File: src/rtl/ivr_pkg.sv
package ivr_pkg;

  localparam int unsigned ADDR_W    = 40;
  localparam int unsigned VEC_BYTES = 16;

  localparam logic [2:0] RA_CTRL = 3'd0;
  localparam logic [2:0] RA_BASE = 3'd1;
  localparam logic [2:0] RA_RPTR = 3'd2;
  localparam logic [2:0] RA_WPTR = 3'd3;
  localparam logic [2:0] RA_WBLO = 3'd4;
  localparam logic [2:0] RA_WBHI = 3'd5;

  localparam int unsigned CB_RING_EN = 0;
  localparam int unsigned CB_INTR_EN = 1;
  localparam int unsigned CB_OVF_DET = 2;
  localparam int unsigned CB_WB_EN   = 3;
  localparam int unsigned CB_REARM   = 4;
  localparam int unsigned CB_SIZE_LO = 5;
  localparam int unsigned CB_SIZE_HI = 9;
  localparam int unsigned CB_OVF_CLR = 10;

  typedef struct packed {
    logic [7:0]  src_id;
    logic [27:0] src_data;
    logic [7:0]  ring_id;
    logic [7:0]  vmid;
    logic [15:0] pasid;
  } ivr_event_t;

  typedef enum logic [1:0] {
    ENG_IDLE = 2'd0,
    ENG_DATA = 2'd1,
    ENG_WB   = 2'd2
  } eng_state_t;

endpackage

File: src/rtl/ivr_evt_fifo.sv
module ivr_evt_fifo #(
  parameter int unsigned DEPTH = 4,
  parameter int unsigned W     = 8
) (
  input  logic         clk,
  input  logic         rst_n,
  input  logic         flush,
  input  logic         push,
  input  logic [W-1:0] din,
  input  logic         pop,
  output logic [W-1:0] dout,
  output logic         empty,
  output logic         full
);

  localparam int unsigned IW = (DEPTH > 1) ? $clog2(DEPTH) : 1;
  localparam int unsigned CW = $clog2(DEPTH + 1);

  logic [W-1:0]  mem_q [DEPTH];
  logic [IW-1:0] rd_q, rd_d, wr_q, wr_d;
  logic [CW-1:0] cnt_q, cnt_d;
  logic          do_push, do_pop;

  assign empty   = (cnt_q == '0);
  assign full    = (cnt_q == CW'(DEPTH));
  assign do_push = push && !full && !flush;
  assign do_pop  = pop && !empty && !flush;
  assign dout    = mem_q[rd_q];

  always_comb begin
    rd_d  = rd_q;
    wr_d  = wr_q;
    cnt_d = cnt_q;
    if (flush) begin
      rd_d  = '0;
      wr_d  = '0;
      cnt_d = '0;
    end else begin
      if (do_push) wr_d = (wr_q == IW'(DEPTH - 1)) ? '0 : wr_q + 1'b1;
      if (do_pop)  rd_d = (rd_q == IW'(DEPTH - 1)) ? '0 : rd_q + 1'b1;
      if (do_push && !do_pop)      cnt_d = cnt_q + 1'b1;
      else if (do_pop && !do_push) cnt_d = cnt_q - 1'b1;
    end
  end

  always_ff @(posedge clk or negedge rst_n) begin
    if (!rst_n) begin
      rd_q  <= '0;
      wr_q  <= '0;
      cnt_q <= '0;
    end else begin
      rd_q  <= rd_d;
      wr_q  <= wr_d;
      cnt_q <= cnt_d;
    end
  end

  always_ff @(posedge clk) begin
    if (do_push) mem_q[wr_q] <= din;
  end


  fifo_pop_chk: assert property (@(posedge clk) disable iff (!rst_n)
    pop |-> !empty);

endmodule

File: src/rtl/ivr_regs.sv
module ivr_regs
  import ivr_pkg::*;
#(
  parameter int unsigned PTR_W = 20
) (
  input  logic              clk,
  input  logic              rst_n,
  input  logic              reg_we,
  input  logic [2:0]        reg_addr,
  input  logic [31:0]       reg_wdata,
  output logic [31:0]       reg_rdata,
  input  logic [PTR_W-1:0]  wptr_word,
  output logic              enabled,
  output logic              ovf_det,
  output logic              wb_en,
  output logic              rearm,
  output logic              ovf_clr,
  output logic              rptr_wr,
  output logic [PTR_W-1:0]  mask,
  output logic [PTR_W-1:0]  rptr,
  output logic [31:0]       base,
  output logic [ADDR_W-1:0] wb_addr
);

  localparam logic [PTR_W-1:0] ALIGN_M = ~PTR_W'(VEC_BYTES - 1);

  logic [CB_SIZE_HI:0] ctrl_q, ctrl_d;
  logic [31:0]         base_q, base_d, wblo_q, wblo_d;
  logic [7:0]          wbhi_q, wbhi_d;
  logic [PTR_W-1:0]    rptr_q, rptr_d;
  logic [4:0]          size_f;
  logic                hit_ctrl, hit_base, hit_rptr, hit_wblo, hit_wbhi;

  assign hit_ctrl = reg_we && (reg_addr == RA_CTRL);
  assign hit_base = reg_we && (reg_addr == RA_BASE);
  assign hit_rptr = reg_we && (reg_addr == RA_RPTR);
  assign hit_wblo = reg_we && (reg_addr == RA_WBLO);
  assign hit_wbhi = reg_we && (reg_addr == RA_WBHI);

  assign enabled = ctrl_q[CB_RING_EN] && ctrl_q[CB_INTR_EN];
  assign ovf_det = ctrl_q[CB_OVF_DET];
  assign wb_en   = ctrl_q[CB_WB_EN];
  assign rearm   = ctrl_q[CB_REARM];
  assign size_f  = ctrl_q[CB_SIZE_HI:CB_SIZE_LO];
  assign ovf_clr = hit_ctrl && reg_wdata[CB_OVF_CLR];
  assign rptr_wr = hit_rptr && enabled;
  assign rptr    = rptr_q;
  assign base    = base_q;
  assign wb_addr = {wbhi_q, wblo_q};

  always_comb begin
    for (int i = 0; i < int'(PTR_W); i++) begin
      mask[i] = (i < 4) || (i < int'(size_f) + 2);
    end
  end

  always_comb begin
    ctrl_d = hit_ctrl ? reg_wdata[CB_SIZE_HI:0] : ctrl_q;
    base_d = hit_base ? reg_wdata : base_q;
    wblo_d = hit_wblo ? reg_wdata : wblo_q;
    wbhi_d = hit_wbhi ? reg_wdata[7:0] : wbhi_q;
    if (!enabled)      rptr_d = '0;
    else if (hit_rptr) rptr_d = reg_wdata[PTR_W-1:0] & mask & ALIGN_M;
    else               rptr_d = rptr_q;
  end

  always_ff @(posedge clk or negedge rst_n) begin
    if (!rst_n) begin
      ctrl_q <= '0;
      base_q <= '0;
      wblo_q <= '0;
      wbhi_q <= '0;
      rptr_q <= '0;
    end else begin
      ctrl_q <= ctrl_d;
      base_q <= base_d;
      wblo_q <= wblo_d;
      wbhi_q <= wbhi_d;
      rptr_q <= rptr_d;
    end
  end

  always_comb begin
    case (reg_addr)
      RA_CTRL: reg_rdata = 32'(ctrl_q);
      RA_BASE: reg_rdata = base_q;
      RA_RPTR: reg_rdata = 32'(rptr_q);
      RA_WPTR: reg_rdata = 32'(wptr_word);
      RA_WBLO: reg_rdata = wblo_q;
      RA_WBHI: reg_rdata = {24'b0, wbhi_q};
      default: reg_rdata = '0;
    endcase
  end


  dis_ptr_chk: assert property (@(posedge clk) disable iff (!rst_n)
    !enabled |=> (rptr_q == '0));

endmodule

File: src/rtl/ivr_wr_engine.sv
module ivr_wr_engine
  import ivr_pkg::*;
#(
  parameter int unsigned PTR_W = 20
) (
  input  logic              clk,
  input  logic              rst_n,
  input  logic              enabled,
  input  logic              ovf_det,
  input  logic              wb_en,
  input  logic              ovf_clr,
  input  logic [PTR_W-1:0]  mask,
  input  logic [PTR_W-1:0]  rptr,
  input  logic [31:0]       base,
  input  logic [ADDR_W-1:0] wb_addr,
  input  logic              fifo_empty,
  input  ivr_event_t        ev_in,
  output logic              pop,
  output logic              mem_valid,
  output logic [ADDR_W-1:0] mem_addr,
  output logic [31:0]       mem_data,
  input  logic              mem_ready,
  output logic [PTR_W-1:0]  wptr,
  output logic              ovf,
  output logic              idle
);

  localparam logic [PTR_W-1:0] STEP = PTR_W'(VEC_BYTES);

  eng_state_t       state_q, state_d;
  logic [1:0]       beat_q, beat_d;
  ivr_event_t       ev_q, ev_d;
  logic [PTR_W-1:0] wptr_q, wptr_d, nxt_wptr;
  logic             ovf_q, ovf_d, ovf_set, last_done;
  logic [31:0]      vec_dw;
  logic [ADDR_W-1:0] ring_addr;

  assign last_done = (state_q == ENG_DATA) && mem_ready && (beat_q == 2'd3);
  assign nxt_wptr  = (wptr_q + STEP) & mask;
  assign ovf_set   = last_done && ovf_det && (nxt_wptr == rptr);

  always_comb begin
    state_d = state_q;
    beat_d  = beat_q;
    ev_d    = ev_q;
    pop     = 1'b0;
    case (state_q)
      ENG_IDLE: begin
        if (enabled && !fifo_empty) begin
          pop     = 1'b1;
          ev_d    = ev_in;
          beat_d  = 2'd0;
          state_d = ENG_DATA;
        end
      end
      ENG_DATA: begin
        if (mem_ready) begin
          if (beat_q == 2'd3) state_d = wb_en ? ENG_WB : ENG_IDLE;
          else                beat_d  = beat_q + 2'd1;
        end
      end
      ENG_WB: begin
        if (mem_ready) state_d = ENG_IDLE;
      end
      default: state_d = ENG_IDLE;
    endcase
  end

  always_comb begin
    wptr_d = last_done ? nxt_wptr : wptr_q;
    ovf_d  = (ovf_q && !ovf_clr) || ovf_set;
    if (!enabled) begin
      wptr_d = '0;
      ovf_d  = 1'b0;
    end
  end

  always_ff @(posedge clk or negedge rst_n) begin
    if (!rst_n) begin
      state_q <= ENG_IDLE;
      beat_q  <= '0;
      wptr_q  <= '0;
      ovf_q   <= 1'b0;
    end else begin
      state_q <= state_d;
      beat_q  <= beat_d;
      wptr_q  <= wptr_d;
      ovf_q   <= ovf_d;
    end
  end

  always_ff @(posedge clk) begin
    if (pop) ev_q <= ev_d;
  end

  always_comb begin
    case (beat_q)
      2'd0:    vec_dw = {24'b0, ev_q.src_id};
      2'd1:    vec_dw = {4'b0, ev_q.src_data};
      2'd2:    vec_dw = {ev_q.pasid, ev_q.vmid, ev_q.ring_id};
      default: vec_dw = '0;
    endcase
  end

  assign ring_addr = {base, 8'h00} + ADDR_W'(wptr_q) + ADDR_W'({beat_q, 2'b00});

  assign mem_valid = (state_q != ENG_IDLE);
  assign mem_addr  = (state_q == ENG_WB) ? wb_addr : ring_addr;
  assign mem_data  = (state_q == ENG_WB) ? 32'({wptr_q[PTR_W-1:1], ovf_q}) : vec_dw;
  assign wptr      = wptr_q;
  assign ovf       = ovf_q;
  assign idle      = (state_q == ENG_IDLE);


  mem_hold_chk: assert property (@(posedge clk) disable iff (!rst_n)
    (mem_valid && !mem_ready) |=> (mem_valid && $stable(mem_addr) && $stable(mem_data)));


  wptr_move_chk: assert property (@(posedge clk) disable iff (!rst_n)
    !$stable(wptr_q) |-> ($past(last_done) || !$past(enabled)));


  ovf_fall_chk: assert property (@(posedge clk) disable iff (!rst_n)
    $fell(ovf_q) |-> ($past(ovf_clr) || !$past(enabled)));

endmodule

File: src/rtl/ivr_ring_writer.sv
module ivr_ring_writer
  import ivr_pkg::*;
#(
  parameter int unsigned PTR_W      = 20,
  parameter int unsigned FIFO_DEPTH = 4
) (
  input  logic        clk,
  input  logic        rst_n,
  input  logic        ev_valid,
  input  logic [7:0]  ev_src_id,
  input  logic [27:0] ev_src_data,
  input  logic [7:0]  ev_ring_id,
  input  logic [7:0]  ev_vmid,
  input  logic [15:0] ev_pasid,
  output logic        ev_ready,
  input  logic        reg_we,
  input  logic [2:0]  reg_addr,
  input  logic [31:0] reg_wdata,
  output logic [31:0] reg_rdata,
  output logic        mem_valid,
  output logic [39:0] mem_addr,
  output logic [31:0] mem_data,
  input  logic        mem_ready,
  output logic        irq,
  output logic        busy
);

  localparam int unsigned EV_W = $bits(ivr_event_t);

  ivr_event_t        ev_pk, ev_head;
  logic [EV_W-1:0]   head_bits;
  logic              enabled, ovf_det, wb_en, rearm, ovf_clr, rptr_wr;
  logic [PTR_W-1:0]  mask, rptr, wptr;
  logic [31:0]       base;
  logic [ADDR_W-1:0] wb_addr;
  logic              fifo_empty, fifo_full, pop, ovf, eng_idle, push;
  logic              irq_q, irq_d;

  assign ev_pk    = '{src_id: ev_src_id, src_data: ev_src_data, ring_id: ev_ring_id,
                      vmid: ev_vmid, pasid: ev_pasid};
  assign ev_ready = enabled && !fifo_full;
  assign push     = ev_valid && ev_ready;
  assign ev_head  = ivr_event_t'(head_bits);

  ivr_regs #(.PTR_W(PTR_W)) u_regs (
    .clk(clk), .rst_n(rst_n),
    .reg_we(reg_we), .reg_addr(reg_addr), .reg_wdata(reg_wdata), .reg_rdata(reg_rdata),
    .wptr_word({wptr[PTR_W-1:1], ovf}),
    .enabled(enabled), .ovf_det(ovf_det), .wb_en(wb_en), .rearm(rearm),
    .ovf_clr(ovf_clr), .rptr_wr(rptr_wr), .mask(mask), .rptr(rptr),
    .base(base), .wb_addr(wb_addr)
  );

  ivr_evt_fifo #(.DEPTH(FIFO_DEPTH), .W(EV_W)) u_fifo (
    .clk(clk), .rst_n(rst_n), .flush(!enabled),
    .push(push), .din(ev_pk), .pop(pop), .dout(head_bits),
    .empty(fifo_empty), .full(fifo_full)
  );

  ivr_wr_engine #(.PTR_W(PTR_W)) u_eng (
    .clk(clk), .rst_n(rst_n), .enabled(enabled), .ovf_det(ovf_det), .wb_en(wb_en),
    .ovf_clr(ovf_clr), .mask(mask), .rptr(rptr), .base(base), .wb_addr(wb_addr),
    .fifo_empty(fifo_empty), .ev_in(ev_head), .pop(pop),
    .mem_valid(mem_valid), .mem_addr(mem_addr), .mem_data(mem_data), .mem_ready(mem_ready),
    .wptr(wptr), .ovf(ovf), .idle(eng_idle)
  );

  always_comb begin
    irq_d = enabled && ((rptr != wptr) || ovf) && !(rearm && rptr_wr);
  end

  always_ff @(posedge clk or negedge rst_n) begin
    if (!rst_n) irq_q <= 1'b0;
    else        irq_q <= irq_d;
  end

  assign irq  = irq_q;
  assign busy = !fifo_empty || !eng_idle;


  irq_en_chk: assert property (@(posedge clk) disable iff (!rst_n)
    irq_q |-> $past(enabled));


  rearm_gap_chk: assert property (@(posedge clk) disable iff (!rst_n)
    (rearm && rptr_wr) |=> !irq_q);

endmodule

File: config.mk
export PLATFORM = sky130hd
export DESIGN_NAME = ivr_ring_writer
export DESIGN_NICKNAME = d
export VERILOG_FILES = /design/src/rtl/ivr_pkg.sv /design/src/rtl/ivr_evt_fifo.sv /design/src/rtl/ivr_regs.sv /design/src/rtl/ivr_wr_engine.sv /design/src/rtl/ivr_ring_writer.sv
export SDC_FILE = /design/constraint.sdc
export NUM_CORES = 1
export LEC_CHECK = 0
export BUFFER_PORTS_ARGS = -buffer_cell sky130_fd_sc_hd__buf_2
export CAP_MARGIN = 20
export CORE_AREA = 10 10 217 219
export DETAILED_ROUTE_END_ITERATION = 12
export DIE_AREA = 0 0 227 229
export PLACE_DENSITY = 0.77
export SLEW_MARGIN = 25
export SYNTH_ARGS = -nofsm -noshare
export SYNTH_HDL_FRONTEND = slang
export SYNTH_SLANG_ARGS = --single-unit
export TNS_END_PERCENT = 10
File: constraint.sdc
create_clock -name clk -period 4.8 [get_ports clk]
set_input_delay 0.24 -clock clk [delete_from_list [all_inputs] [get_ports clk]]
set_output_delay 0.24 -clock clk [all_outputs]
set_load 0.02 [all_outputs]
==> results_tabular.tex <==
\begin{tabular}{lr}
\hline
Metric & Value \\
\hline
\multicolumn{2}{l}{\textbf{Outcome}} \\
\quad Outcome & complete, no violations \\
\multicolumn{2}{l}{\textbf{CTS}} \\
\quad Clock slew at reported path FFs & 60 ps \\
\quad Number of buffers added to fix hold violations after cts & 100 \\
\quad Htree depth & 2 \\
\quad Worst-skew pair later-pin latency & 630 ps \\
\quad Clock Root Buffer & sky130\_fd\_sc\_hd\_\_clkbuf\_16 \\
\quad Sinks on Clock Net & 467 \\
\quad Setup Buffers After CTS & 0 \\
\quad Total clock buffers created by CTS & 48 \\
\quad Number of gates resized after cts & 0 \\
\quad Clock Tree Buf Depth & 3 \\
\quad Clock tree from TritonCTS & built \\
\multicolumn{2}{l}{\textbf{Placed design}} \\
\quad Post-Place Cells & 2194 \\
\quad Count of port buffers added during placement & 215 \\
\quad Half-perimeter wire length of the detailed placement result & 40800 µm \\
\quad Weighted congestion reported at the end of routability-driven placement & 0.923 \\
\multicolumn{2}{l}{\textbf{Cells and area}} \\
\quad Filler-free cell count of the finished design & 2383 \\
\quad Most frequent standard cell in the layout excluding fill and tap cells & sky130\_fd\_sc\_hd\_\_edfxtp\_1 \\
\quad Layout cells sized above 1 & 27.1\% \\
\quad Multi-input gate area in the final layout & 0.00716 mm² \\
\quad Number of nets in the layout & 1931 \\
\quad Seq. cell area & 0.0134 mm² \\
\quad \# fillers & 3248 \\
\quad Commonest cells after routing, fill and taps aside & sky130\_fd\_sc\_hd\_\_edfxtp\_1, sky130\_fd\_sc\_hd\_\_buf\_2, sky130\_fd\_sc\_hd\_\_dfrtp\_1 \\
\quad Growth of design area from synthesis to finish & 20.0\% \\
\multicolumn{2}{l}{\textbf{Critical path}} \\
\quad R2r startpoint & u\_regs.ctrl\_q[6]\$\_DFFE\_PN0P\_ \\
\quad Reg-to-Reg End & u\_eng.ovf\$\_DFF\_PN0\_ \\
\quad Critical path arrival & 3900 ps \\
\quad Count of cells along the worst register-to-register path & 8 \\
\quad Worst setup SP type & flip-flop \\
\quad Biggest fanout along the worst timing path & 32 \\
\quad Required time of the critical path & 4560 ps \\
\quad First element of the critical path & u\_eng.wptr[15]\$\_DFFE\_PN0P\_ \\
\quad Worst setup path endpoint & mem\_addr[38] \\
\quad R2R Setup Slk & 1390 ps \\
\quad Kind of critical path & reg -> out \\
\quad Worst setup EP type & primary output \\
\multicolumn{2}{l}{\textbf{Pwr}} \\
\quad Clock share of power & 36.3\% \\
\quad Flop pwr share & 46.7\% \\
\quad Worst VDD drop & 0.326 mV \\
\quad Design internal power & 7.42 mW \\
\quad Static leakage & 9.20 nW \\
\quad Sw power & 2.98 mW \\
\quad Sw Share & 28.6\% \\
\quad Gate power share & 17.0\% \\
\quad Power per unit of standard cell area & 412 mW/mm² \\
\multicolumn{2}{l}{\textbf{Floorplan}} \\
\quad Area of the placeable core & 0.0427 mm² \\
\quad Starting density of the core & 49.3\% \\
\quad Count of pins on the block boundary & 216 \\
\quad Vertical extent of the die & 229 µm \\
\quad Die Span X & 227 µm \\
\quad Area enclosed by the die boundary & 0.0520 mm² \\
\quad Number of core rows & 76 \\
\multicolumn{2}{l}{\textbf{Flow run}} \\
\quad Number of maximum-capacitance constraint violations & 0 \\
\multicolumn{2}{l}{\textbf{STA}} \\
\quad Final count of pins violating max slew & 0 \\
\quad Final setup viols & 0 \\
\quad Number of failing hold endpoints at the final stage & 0 \\
\quad Worst-Margin Slew & 1080 ps \\
\quad Setup repair after global routing missed its margin & no \\
\quad Fin crit period & 4140 ps \\
\quad Setup clock skew after layout & 59.4 ps \\
\quad Total Negative Setup Slacks & 0 ps \\
\quad Worst max-slew margin expressed relative to the limit & 27.8\% \\
\quad Part of the cycle the worst path needs & 86.2\% \\
\quad Maximum clock frequency & 0.242 GHz \\
\multicolumn{2}{l}{\textbf{Synthesis}} \\
\quad Area contributors post-synth & sky130\_fd\_sc\_hd\_\_edfxtp\_1, sky130\_fd\_sc\_hd\_\_dfrtp\_1, sky130\_fd\_sc\_hd\_\_mux4\_2 \\
\quad Synthesis-stage register bit count & 467 \\
\quad Dominant synthesized flop cell & sky130\_fd\_sc\_hd\_\_edfxtp\_1 \\
\quad Nets in the synthesized netlist & 1640 \\
\quad Async S/R FF share, synth & 27.2\% \\
\quad Yosys synthesis warning count & 0 \\
\quad Count of flip-flops with a built-in enable after synthesis & 340 \\
\quad Fraction of synthesized cell area taken by the top area cell type & 48.5\% \\
\quad Unique cell type count in the Yosys netlist & 75 \\
\quad Area of the mapped netlist & 0.0210 mm² \\
\quad Leading area contributor after synthesis & sky130\_fd\_sc\_hd\_\_edfxtp\_1 \\
\quad Sequential-to-total area share from yosys stat & 63.7\% \\
\quad Post-Synthesis Mean Instance Area & 14.0 µm² \\
\quad Post-Synthesis Cells & 1507 \\
\multicolumn{2}{l}{\textbf{GRT}} \\
\quad Largest net degree at the start of global routing & 68 \\
\quad Initial antenna violation count & 2 \\
\quad Global-route wire length before repair & 92100 µm \\
\quad Vias in the first global route & 14600 \\
\quad Total GRT Usage & 23.4\% \\
\quad GR Overflow Total & 0 \\
\multicolumn{2}{l}{\textbf{Drt}} \\
\quad Routed len/inst & 25.7 µm \\
\quad Pre-antenna DRT Iters & 5 \\
\quad Iteration-0 DRC count of the detailed router & 1512 \\
\quad DRC violations left & 0 \\
\quad Remaining number of nets flagged by the antenna check after routing & 0 \\
\quad Drt via density & 6.10 \\
\quad Via count of the routed design & 14500 \\
\quad Post-Route WL & 61300 µm \\
\multicolumn{2}{l}{\textbf{Min path}} \\
\quad Hold Crit Class & in -> reg \\
\hline
\end{tabular}
worst min-delay path by stage:
stage                             from                            to  cells past startpoint
after floorplan                  rst_n                 irq$_DFF_PN0_                      0
after global placement           rst_n  u_regs.wbhi_q[4]$_DFFE_PN0P_                      1
after detailed placement         rst_n  u_regs.wblo_q[6]$_DFFE_PN0P_                      1
after CTS                 reg_wdata[5]    u_regs.rptr[5]$_DFFE_PN0P_                      3
after global routing      reg_wdata[5]    u_regs.rptr[5]$_DFFE_PN0P_                      3
final                     reg_wdata[5]    u_regs.rptr[5]$_DFFE_PN0P_                      3
area by class of cell:
class	count	area share [%]
multi-input cells	907	28.4
clock inverters	30	1.39
well taps	546	2.71
flip-flops and latches	467	53.1
repair buffers	342	9.04
clock buffers	58	4.95
inverters	32	0.476
diodes	1	0.00991
cells in the mapped netlist, drive strengths merged (3+ instances only):
| library cell | number |
|---|---|
| edfxtp | 340 |
| dfrtp | 127 |
| nand2 | 122 |
| nor2 | 109 |
| mux2 | 84 |
| mux4 | 75 |
| clkbuf | 72 |
| o21ai | 72 |
| a21oi | 62 |
| a22oi | 43 |
| inv | 32 |
| xnor2 | 32 |
| nand3 | 31 |
| a31oi | 30 |
| buf | 29 |
| ha | 24 |
| nor3 | 21 |
| and3 | 15 |
| nand4 | 15 |
| or3 | 13 |
| mux2i | 12 |
| o31ai | 12 |
| or4 | 10 |
| xor2 | 10 |
| nor4 | 9 |
| a222oi | 8 |
| nand2b | 7 |
| nand4b | 7 |
| and2 | 6 |
| nor2b | 6 |
| nor3b | 6 |
| o21a | 6 |
| o22ai | 5 |
| or2 | 5 |
| and4 | 4 |
| o32ai | 4 |
| a211oi | 3 |
| o211a | 3 |
| o211ai | 3 |
per-stage QoR:
step	total power [mW]	worst slack [ps]	util, %	area, µm²	hold slack [ps]
detailed placement	6.62	1290	53.0	22600	318
global route	10.8	321	59.1	25200	24.5
finish	10.4	662	59.1	25200	47.1
global placement	6.58	1380	53.0	22600	322
floorplan	5.90	1070	-	21000	-55.6
CTS	10.4	673	59.1	25200	14.3
logic make-up (layout without fill, tap and decap cells):
kind of cell | count (synthesis) | count (layout) | synth area share [%]
compound gates | 278 | 278 | 8.45
xor+xnor | 42 | 42 | 1.75
fa+ha+maj | 25 | 25 | 1.52
buf+inv | 133 | 462 | 2.53
flops | 467 | 467 | 63.7
mux | 171 | 171 | 13.1
other cells | 0 | 1 | 0
simple gates | 391 | 391 | 8.98
flip-flops by register name, indices dropped and copies added, names as in the netlist:
signal and cells:
u_fifo.mem_q 272, u_eng.ev_q 68, u_regs.base 32, u_regs.wblo_q 32, u_eng.wptr 16, u_regs.rptr 16, u_regs.ctrl_q 10, u_regs.wbhi_q 8
u_fifo.cnt_q 3, u_eng.beat_q 2, u_eng.state_q 2, u_fifo.rd_q 2, u_fifo.wr_q 2, irq 1, u_eng.ovf 1
critical path, cell delays in order (launching register included):
cell and delay [ps]:
sky130_fd_sc_hd__dfrtp_1 560, sky130_fd_sc_hd__ha_1 360, sky130_fd_sc_hd__a21oi_1 290, sky130_fd_sc_hd__and3_1 230, sky130_fd_sc_hd__a22o_1 170, sky130_fd_sc_hd__o211a_1 210
sky130_fd_sc_hd__o21ba_1 810, sky130_fd_sc_hd__o21ai_0 250, sky130_fd_sc_hd__a31oi_1 220, sky130_fd_sc_hd__buf_2 190
per-layer routing:
metal | GRT usage, % | wire [µm] | vias to the layer above
met1 | 29.6 | 23900 | 7348
met2 | 38.0 | 30000 | 690
li1 | - | - | 6369
met4 | 8.02 | 1990 | 2
met5 | 0 | 13 | -
met3 | 6.38 | 5450 | 138
power groups by stage:
stage | registers (mW) | clock network [mW] | logic [mW]
2_1_floorplan | 4.80 | 0 | 1.10
3_3_place_gp | 4.91 | 0 | 1.66
3_5_place_dp | 4.93 | 0 | 1.69
4_1_cts | 4.85 | 3.82 | 1.77
5_1_grt | 4.88 | 4.00 | 1.91
6_report | 4.86 | 3.77 | 1.77
Note: power is estimated with default switching activity, not from simulation.
